===== config.mk =====
export PLATFORM = sky130hd
export DESIGN_NAME = dirpred
export DESIGN_NICKNAME = d
export VERILOG_FILES = /design/src/rtl/bp_pkg.sv /design/src/rtl/dp_index.sv /design/src/rtl/dp_ghr.sv /design/src/rtl/dp_ctr_table.sv /design/src/rtl/dirpred.sv
export SDC_FILE = /design/constraint.sdc
export NUM_CORES = 1
export LEC_CHECK = 0
export ABC_AREA = 0
export BUFFER_PORTS_ARGS = -buffer_cell sky130_fd_sc_hd__buf_2
export CORE_AREA = 2 2 307 309
export DETAILED_ROUTE_END_ITERATION = 7
export DIE_AREA = 0 0 309 311
export PLACE_DENSITY = 0.54
export SLEW_MARGIN = 10
export SYNTH_ARGS = -nofsm -noshare
export SYNTH_HDL_FRONTEND = slang
export SYNTH_SLANG_ARGS = --single-unit
export TNS_END_PERCENT = 10

===== constraint.sdc =====
create_clock -name clk -period 8.2 [get_ports clk]
set_input_delay 2.05 -clock clk [delete_from_list [all_inputs] [get_ports clk]]
set_output_delay 2.05 -clock clk [all_outputs]
set_load 0.03 [all_outputs]

===== src/rtl/bp_pkg.sv =====
package bp_pkg;

    localparam int IDX_LSB = 2;

    typedef enum logic [1:0] {
        CTR_SNT = 2'd0,
        CTR_WNT = 2'd1,
        CTR_WT  = 2'd2,
        CTR_ST  = 2'd3
    } ctr_e;

    typedef enum logic {
        IDX_PLAIN    = 1'b0,
        IDX_XOR_HIST = 1'b1
    } idx_mode_e;

    function automatic ctr_e ctr_next(input ctr_e c, input logic taken);
        ctr_e n;
        unique case (c)
            CTR_SNT: n = taken ? CTR_WNT : CTR_SNT;
            CTR_WNT: n = taken ? CTR_WT  : CTR_SNT;
            CTR_WT:  n = taken ? CTR_ST  : CTR_WNT;
            default: n = taken ? CTR_ST  : CTR_WT;
        endcase
        return n;
    endfunction

    function automatic logic ctr_says_taken(input ctr_e c);
        return c[1];
    endfunction

endpackage


===== src/rtl/dp_index.sv =====
module dp_index
    import bp_pkg::*;
#(
    parameter int        PC_W   = 32,
    parameter int        IDX_W  = 8,
    parameter int        HIST_W = 6,
    parameter idx_mode_e MODE   = IDX_XOR_HIST
) (
    input  logic [PC_W-1:0]   pc,
    input  logic [HIST_W-1:0] hist,
    output logic [IDX_W-1:0]  idx
);
    localparam int HI = IDX_LSB + IDX_W;

    logic [IDX_W-1:0] field;
    assign field = pc[HI-1:IDX_LSB];

    logic unused_pc_bits;
    assign unused_pc_bits = ^{pc[PC_W-1:HI], pc[IDX_LSB-1:0]};

    generate
        if (MODE == IDX_XOR_HIST) begin : g_xor
            assign idx = field ^ IDX_W'(hist);
        end else begin : g_plain
            logic unused_hist;
            assign unused_hist = ^hist;
            assign idx = field;
        end
    endgenerate
endmodule


===== src/rtl/dp_ghr.sv =====
module dp_ghr #(
    parameter int HIST_W = 6
) (
    input  logic              clk,
    input  logic              rst,
    input  logic              shift_en,
    input  logic              shift_bit,
    output logic [HIST_W-1:0] hist
);
    always_ff @(posedge clk) begin
        if (rst) begin
            hist <= '0;
        end else if (shift_en) begin
            if (HIST_W > 1) hist <= {hist[HIST_W-2:0], shift_bit};
            else            hist <= HIST_W'(shift_bit);
        end
    end

    assert_hold_R11: assert property (@(posedge clk) disable iff (rst)
        !shift_en |=> $stable(hist));

    assert_lsb_R8: assert property (@(posedge clk) disable iff (rst)
        shift_en |=> hist[0] == $past(shift_bit));
endmodule


===== src/rtl/dp_ctr_table.sv =====
module dp_ctr_table
    import bp_pkg::*;
#(
    parameter int IDX_W = 8
) (
    input  logic             clk,
    input  logic             rst,
    input  logic [IDX_W-1:0] ridx,
    output ctr_e             rdata,
    input  logic             we,
    input  logic [IDX_W-1:0] widx,
    input  logic             wtaken
);
    localparam int DEPTH = 1 << IDX_W;

    ctr_e tbl [DEPTH];

    assign rdata = tbl[ridx];

    always_ff @(posedge clk) begin
        if (rst) begin
            for (int i = 0; i < DEPTH; i++) tbl[i] <= CTR_WNT;
        end else if (we) begin
            tbl[widx] <= ctr_next(tbl[widx], wtaken);
        end
    end

    assert_sat_hi_R3: assert property (@(posedge clk) disable iff (rst)
        (we && wtaken && tbl[widx] == CTR_ST) |=> tbl[$past(widx)] == CTR_ST);

    assert_sat_lo_R4: assert property (@(posedge clk) disable iff (rst)
        (we && !wtaken && tbl[widx] == CTR_SNT) |=> tbl[$past(widx)] == CTR_SNT);

    assert_flip_R5: assert property (@(posedge clk) disable iff (rst)
        (we && !wtaken && tbl[widx] == CTR_ST) |=> tbl[$past(widx)] == CTR_WT);
endmodule


===== src/rtl/dirpred.sv =====
module dirpred
    import bp_pkg::*;
#(
    parameter int        PC_W   = 32,
    parameter int        IDX_W  = 8,
    parameter int        HIST_W = 6,
    parameter idx_mode_e MODE   = IDX_XOR_HIST
) (
    input  logic              clk,
    input  logic              rst,
    input  logic [PC_W-1:0]   lk_pc,
    output logic              lk_taken,
    output logic [HIST_W-1:0] lk_hist,
    input  logic              up_valid,
    input  logic [PC_W-1:0]   up_pc,
    input  logic              up_taken,
    input  logic [HIST_W-1:0] up_hist
);
    logic [HIST_W-1:0] ghr;
    logic [IDX_W-1:0]  rd_idx;
    logic [IDX_W-1:0]  wr_idx;
    ctr_e              rd_ctr;

    dp_ghr #(.HIST_W(HIST_W)) u_ghr (
        .clk(clk), .rst(rst),
        .shift_en(up_valid), .shift_bit(up_taken),
        .hist(ghr)
    );

    dp_index #(.PC_W(PC_W), .IDX_W(IDX_W), .HIST_W(HIST_W), .MODE(MODE)) u_rd_idx (
        .pc(lk_pc), .hist(ghr), .idx(rd_idx)
    );

    dp_index #(.PC_W(PC_W), .IDX_W(IDX_W), .HIST_W(HIST_W), .MODE(MODE)) u_wr_idx (
        .pc(up_pc), .hist(up_hist), .idx(wr_idx)
    );

    dp_ctr_table #(.IDX_W(IDX_W)) u_tbl (
        .clk(clk), .rst(rst),
        .ridx(rd_idx), .rdata(rd_ctr),
        .we(up_valid), .widx(wr_idx), .wtaken(up_taken)
    );

    assign lk_taken = ctr_says_taken(rd_ctr);
    assign lk_hist  = ghr;
endmodule


==> results by group, run 1 <==
Run status
  • Run status: finished clean

Setup path
  • Critical Path Most Common Cell: mux4_2
  • FF-to-FF path depth: 9
  • Setup crit end kind: output port
  • Reg-to-Reg Start: u_tbl.tbl[114][0]$_SDFFCE_PN1P_
  • R2R Path End: u_tbl.tbl[61][1]$_SDFFCE_PN0P_
  • Slowest stage delay, CP: 700 ps
  • CP arrival: 5610 ps
  • Critical path fanouts, max: 15
  • CP max-delay cell: xor2_4
  • Crit start category: input pin
  • WS Path Type: in -> out
  • Reg2reg setup slack: 3970 ps
  • CP required: 6150 ps
  • Cell Chain, Critical Path: buf_2, xor2_4, buf_12, mux4_2, mux4_2, mux4_2, mux4_2, buf_2

Routing
  • Detailed Route WL: 104 mm
  • DR WL/cell: 29.1 um
  • Residual DRC: 0
  • Vias/cell: 6.01
  • Vias: 21500
  • Drt first pass iters: 8
  • Initial DRC Count: 3330
  • Detail Route Antenna Nets: 0

Yosys
  • Post-synthesis compound-gate area fraction: 0.104
  • Sequential fraction of the synthesis area: 0.561
  • Asr flop ratio synth: 0
  • Top cells by count, synth: edfxtp_1, nand3_1, nor3_1
  • Unique masters post-synth: 29
  • Post-synth EDFFs: 512
  • Multiplexer share of the synthesized area: 0.141
  • Mapped Cells: 2355
  • Area of the mapped netlist: 27600 sq um
  • Syn_nets: 2429
  • Area share of fa/ha/maj cells after synthesis: 0.000724
  • Post-synthesis simple-gate area fraction: 0.149
  • Top cells by area, synth: edfxtp_1, mux2i_1, mux4_2
  • Largest family of logic cells by synthesized area: simple AND/OR/NAND/NOR gates
  • Area leader, netlist: edfxtp_1
  • Dominant synthesized flop cell: edfxtp_1
  • Most common cell in the netlist: edfxtp_1
  • YS warnings: 0
  • Syn Area/Cell: 11.7 sq um
  • Top-area cell type share of the netlist area: 0.556
  • Synth Area in XOR/XNOR: 0.00598
  • #FFs+latches synth: 518

STA
  • Hold Slack: 561 ps
  • Final Hold Fails: 0
  • RSZ-0062 raised after global routing: false
  • Final setup fails: 0
  • Setup TNS: 0 ps
  • Worst Skew: 10.7 ps
  • Max Freq: 131 MHz
  • Time the worst path needs with I/O delays and setup: 7660 ps
  • Final Cycle Share: 0.934
  • Max-slew headroom: 0.122
  • Worst Tran Pin Value: 1310 ps
  • Slew Limit Fails: 0

Global route
  • Total GRT Usage: 0.212
  • Antenna violations before repair: 5
  • Vias in the first global route: 20700
  • Largest net degree at the start of global routing: 143
  • First-pass GRT wire length: 147 mm
  • GRT overflow: 0

Clock tree
  • CTS tree: yes
  • Cts bufs inserted: 58
  • Cts repair resizes: 0
  • CTS Hold Bufs: 0
  • Clock Path Buffers: 3
  • CTS Root Buffer Type: clkbuf_16
  • Clk Latency, worst-skew pair: 630 ps
  • Clock sink count: 518
  • H-Tree Depth: 2
  • Clock-pin slew on the worst setup and hold paths: 60 ps
  • Postcts setup bufs: 0

Layout
  • Nets@finish: 2341
  • Area of the multi-input gates: 11300 sq um
  • Ratio of cells with drive above 1 in the final layout: 0.162
  • Storage cell area: 15500 sq um
  • Layout area overhead: 13.8%
  • Fillers: 9240
  • Final design area excluding fillers: 31500 sq um

Placement
  • RePlAce Congestion: 0.848
  • IO Port Bufs: 32
  • Post-detail-place hpwl: 59.5 mm
  • Placed cell area: 29400 sq um

Power and ir drop
  • P_leak: 10.4 nW
  • VDD IR max: 152 uV
  • Pwr Total: 7.07 mW
  • P per Cell Area: 225 nW/um^2

Floorplanning
  • I/O pins: 81
  • Die X-Extent: 309 um
  • Core area: 92800 sq um
  • Die ar.: 96100 sq um
  • Initial Util: 0.298
  • DIE HEIGHT: 311 um
  • Cell Rows: 112

Min path
  • Hold path startpoint: u_ghr.hist[5]$_SDFFE_PP0P_
  • Hold EP: u_ghr.hist[5]$_SDFFE_PP0P_
  • Hold Crit Depth: 2
  • Hold Path Class: reg -> reg

Job
  • Max-cap check violation count: 0
logic make-up after synthesis:
kind of cell    Yosys count
compound gates          377
xor+xnor                 18
fa+ha+maj                 2
buf+inv                 274
flops                   518
mux                     283
simple gates            883
per-layer routing:
metal	GRT usage	wire length, um	up-vias
met1	0.292	40400	10800
li1	-	-	8892
met2	0.307	44600	1508
met3	0.0581	13500	290
met5	0	23	-
met4	0.0996	5330	4
stage by stage:
| stage | utilization | cells | worst slack [ps] |
|---|---|---|---|
| floorplan | - | 2355 | 879 |
| global placement | 0.317 | 3461 | 609 |
| detailed placement | 0.317 | 3461 | 615 |
| CTS | 0.339 | 3569 | 602 |
| global route | 0.339 | 3569 | 562 |
| finish | 0.339 | 3570 | 541 |
sequential cells by signal (all words and copies together) (netlist names):
name	cells
u_ghr.hist	6
u_tbl.tbl	512
placed cells by master (no fill, tap or decap), types with 9 or more instances in the layout:
cell type	netlist	final
a32oi_1	64	64
nand3_1	250	248
nand2_1	219	219
clkbuf_1	217	11
a41oi_1	16	16
clkbuf_16	0	61
nand2b_1	22	22
o21bai_1	28	28
or2_2	26	26
buf_4	2	81
nor3_1	246	237
edfxtp_1	512	512
bufinv_16	0	10
clkinv_2	0	14
buf_12	0	12
o22ai_1	68	68
nor2_1	102	76
buf_2	47	31
mux2i_1	198	198
nor2_2	0	20
mux4_2	85	85
o41ai_1	16	16
nor3_2	0	9
a21o_1	185	185
worst max path at each step:
stage	startpoint	end
after global placement	lk_pc[2]	lk_taken
after detailed placement	lk_pc[2]	lk_taken
after CTS	lk_pc[2]	lk_taken
final	lk_pc[2]	lk_taken
after floorplan	lk_pc[2]	lk_taken
after global routing	lk_pc[2]	lk_taken
cell type report:
cell class,count,area share
repair buffers,125,0.0323
flip-flops and latches,518,0.493
clock buffers,77,0.0520
diodes,1,0.0000796
multi-input cells,1563,0.360
inverters,1,0.000119
clock inverters,31,0.0128
well taps,1254,0.0499
report_power, final:
group	internal (mW)	switching, mW
sequential	2.97	0.0345
combinational	0.362	0.881
clock	1.71	1.12
critical path, delay by kind of cell:
kind                   cells  cell delay (ps)
buffers and inverters      3              620
multiplexers               4             2210
XOR/XNOR                   1              700
Note: power is estimated with default switching activity, not from simulation.
==> inputs of run 2 (changes only) <==
Settings changed: PLACE_DENSITY 0.54 to 0.49.
==> run 2 against run 1 <==
  * Power fell by 1.5%
  * Clock skew grew 19 ps
  * Utilization is essentially flat
  * Largest cell class unchanged
  * Setup slack lost 12 ps
  * Largest power group unchanged
  * Sequential power about the same
  * Sequential share of layout area is essentially flat
  * Die area is the same
  * Highest routed layer unchanged
==> results by group, run 2 (synthesis gave the netlist of run 1 again) <==
Run status
  • Run status: finished clean

Floorplanning
  • Die X-Extent: 309 um
  • Cell Rows: 112
  • I/O pins: 81
  • DIE HEIGHT: 311 um
  • Die ar.: 96100 sq um
  • Core area: 92800 sq um
  • Initial Util: 0.298

Routing
  • Detail Route Antenna Nets: 0
  • Vias: 21200
  • Drt first pass iters: 5
  • Vias/cell: 5.92
  • Initial DRC Count: 2522
  • Residual DRC: 0
  • DR WL/cell: 29.5 um
  • Detailed Route WL: 105 mm

STA
  • Final Hold Fails: 0
  • Worst Tran Pin Value: 1310 ps
  • Setup TNS: 0 ps
  • Max-slew headroom: 0.127
  • RSZ-0062 raised after global routing: false
  • Max Freq: 130 MHz
  • Time the worst path needs with I/O delays and setup: 7670 ps
  • Worst Skew: 30.1 ps
  • Slew Limit Fails: 0
  • Final setup fails: 0
  • Final Cycle Share: 0.935

Global route
  • Vias in the first global route: 20600
  • First-pass GRT wire length: 150 mm
  • Largest net degree at the start of global routing: 126
  • Antenna violations before repair: 3
  • GRT overflow: 0
  • Total GRT Usage: 0.216

Placement
  • Number of instances in the placed design: 3465
  • RePlAce Congestion: 0.857
  • Post-detail-place hpwl: 63.3 mm
  • IO Port Bufs: 32

Clock tree
  • Postcts setup bufs: 0
  • Clock sink count: 518
  • Clk Latency, worst-skew pair: 650 ps
  • CTS Hold Bufs: 0
  • CTS tree: yes
  • Clock-pin slew on the worst setup and hold paths: 60 ps
  • CTS Root Buffer Type: clkbuf_16
  • Clock Path Buffers: 3
  • Cts bufs inserted: 59
  • H-Tree Depth: 2
  • Cts repair resizes: 0

Setup path
  • CP required: 6150 ps
  • FF-to-FF path depth: 9
  • Cell Chain, Critical Path: buf_2, xor2_4, buf_4, mux4_2, mux4_2, mux4_2, mux4_2, buf_2
  • Slowest stage delay, CP: 720 ps
  • WS Path Type: in -> out
  • Critical path fanouts, max: 9
  • Critical Path Most Common Cell: mux4_2
  • Crit start category: input pin
  • Setup crit end kind: output port
  • CP arrival: 5620 ps
  • CP max-delay cell: xor2_4

Layout
  • Ratio of cells with drive above 1 in the final layout: 0.159
  • Commonest non-fill, non-tap cells in the layout: edfxtp_1, nand3_1, nor3_1
  • Commonest non-fill, non-tap cell in the layout: edfxtp_1
  • Antenna fix cells: 0
  • Most flops, register: u_tbl.tbl
  • Nets@finish: 2346
  • Final Non-Filler Cells: 3573
  • Layout area overhead: 13.8%
  • Largest registers: u_tbl.tbl: 512 flops, u_ghr.hist: 6 flops
  • Max FFs per register: 512

Min path
  • Hold Path Class: reg -> reg
  • Hold Crit Depth: 2

Power and ir drop
  • P per Cell Area: 221 nW/um^2
  • VDD IR max: 175 uV
  • P_leak: 10.4 nW

Job
  • Max-cap check violation count: 0
==> run 2: changes by cell type in the layout (fill, tap and decap cells not counted), sizes merged <==
cell      delta
diode        -1
inv          +2
buf          +4
clkinvlp     +2
clkinv       +7
clkbuf       -9
bufinv       -2
==> run 2: per-stage QoR <==
step                      instance area [sq um]  total power, mW  setup slack, ps   util  hold slack, ps
final                                     31500             6.97              529  0.339             577
after global routing                      31500             7.13              504  0.339             630
after global placement                    29500             4.28              559  0.318             552
after CTS                                 31400             6.97              536  0.339             590
after detailed placement                  29500             4.30              562  0.318             584
after floorplan                           27600             3.80              879      -             657
==> run 2: power breakdown <==
part           switching (mW)  internal [mW]  total, mW
logic                   0.899          0.372       1.27
clock network            1.12           1.58       2.70
registers              0.0336           2.97       3.00
total                    2.05           4.92       6.97
==> run 2: area by class of cell <==
cell class | count | area [sq um]
clock buffers | 68 | 1530
clock inverters | 40 | 402
fillers | 9249 | 61300
inverters | 1 | 3.75
multi-input cells | 1563 | 11400
flip-flops and latches | 518 | 15500
well taps | 1254 | 1570
repair buffers | 129 | 1110
==> run 2: path summary, 6_finish.rpt <==
kind	slack, ps	endpoint	start
min reg2reg	580	u_ghr.hist[4]$_SDFFE_PP0P_	u_ghr.hist[4]$_SDFFE_PP0P_
max	530	lk_taken	lk_pc[2]
max reg2reg	4090	u_tbl.tbl[71][1]$_SDFFCE_PN0P_	u_tbl.tbl[250][0]$_SDFFCE_PN1P_
min	580	u_ghr.hist[4]$_SDFFE_PP0P_	u_ghr.hist[4]$_SDFFE_PP0P_
==> run 2: per-layer routing <==
layer	vias up	GRT usage	routed length [um]
met2	1227	0.329	47100
met5	-	0	27
li1	8901	-	-
met4	4	0.0835	4380
met1	10800	0.302	43200
met3	226	0.0416	10600
==> run 2: critical path: cells and delay by family <==
kind | cells | cell delay [ps]
buffers and inverters | 3 | 700
xor gates and xnor gates | 1 | 720
muxes | 4 | 2130
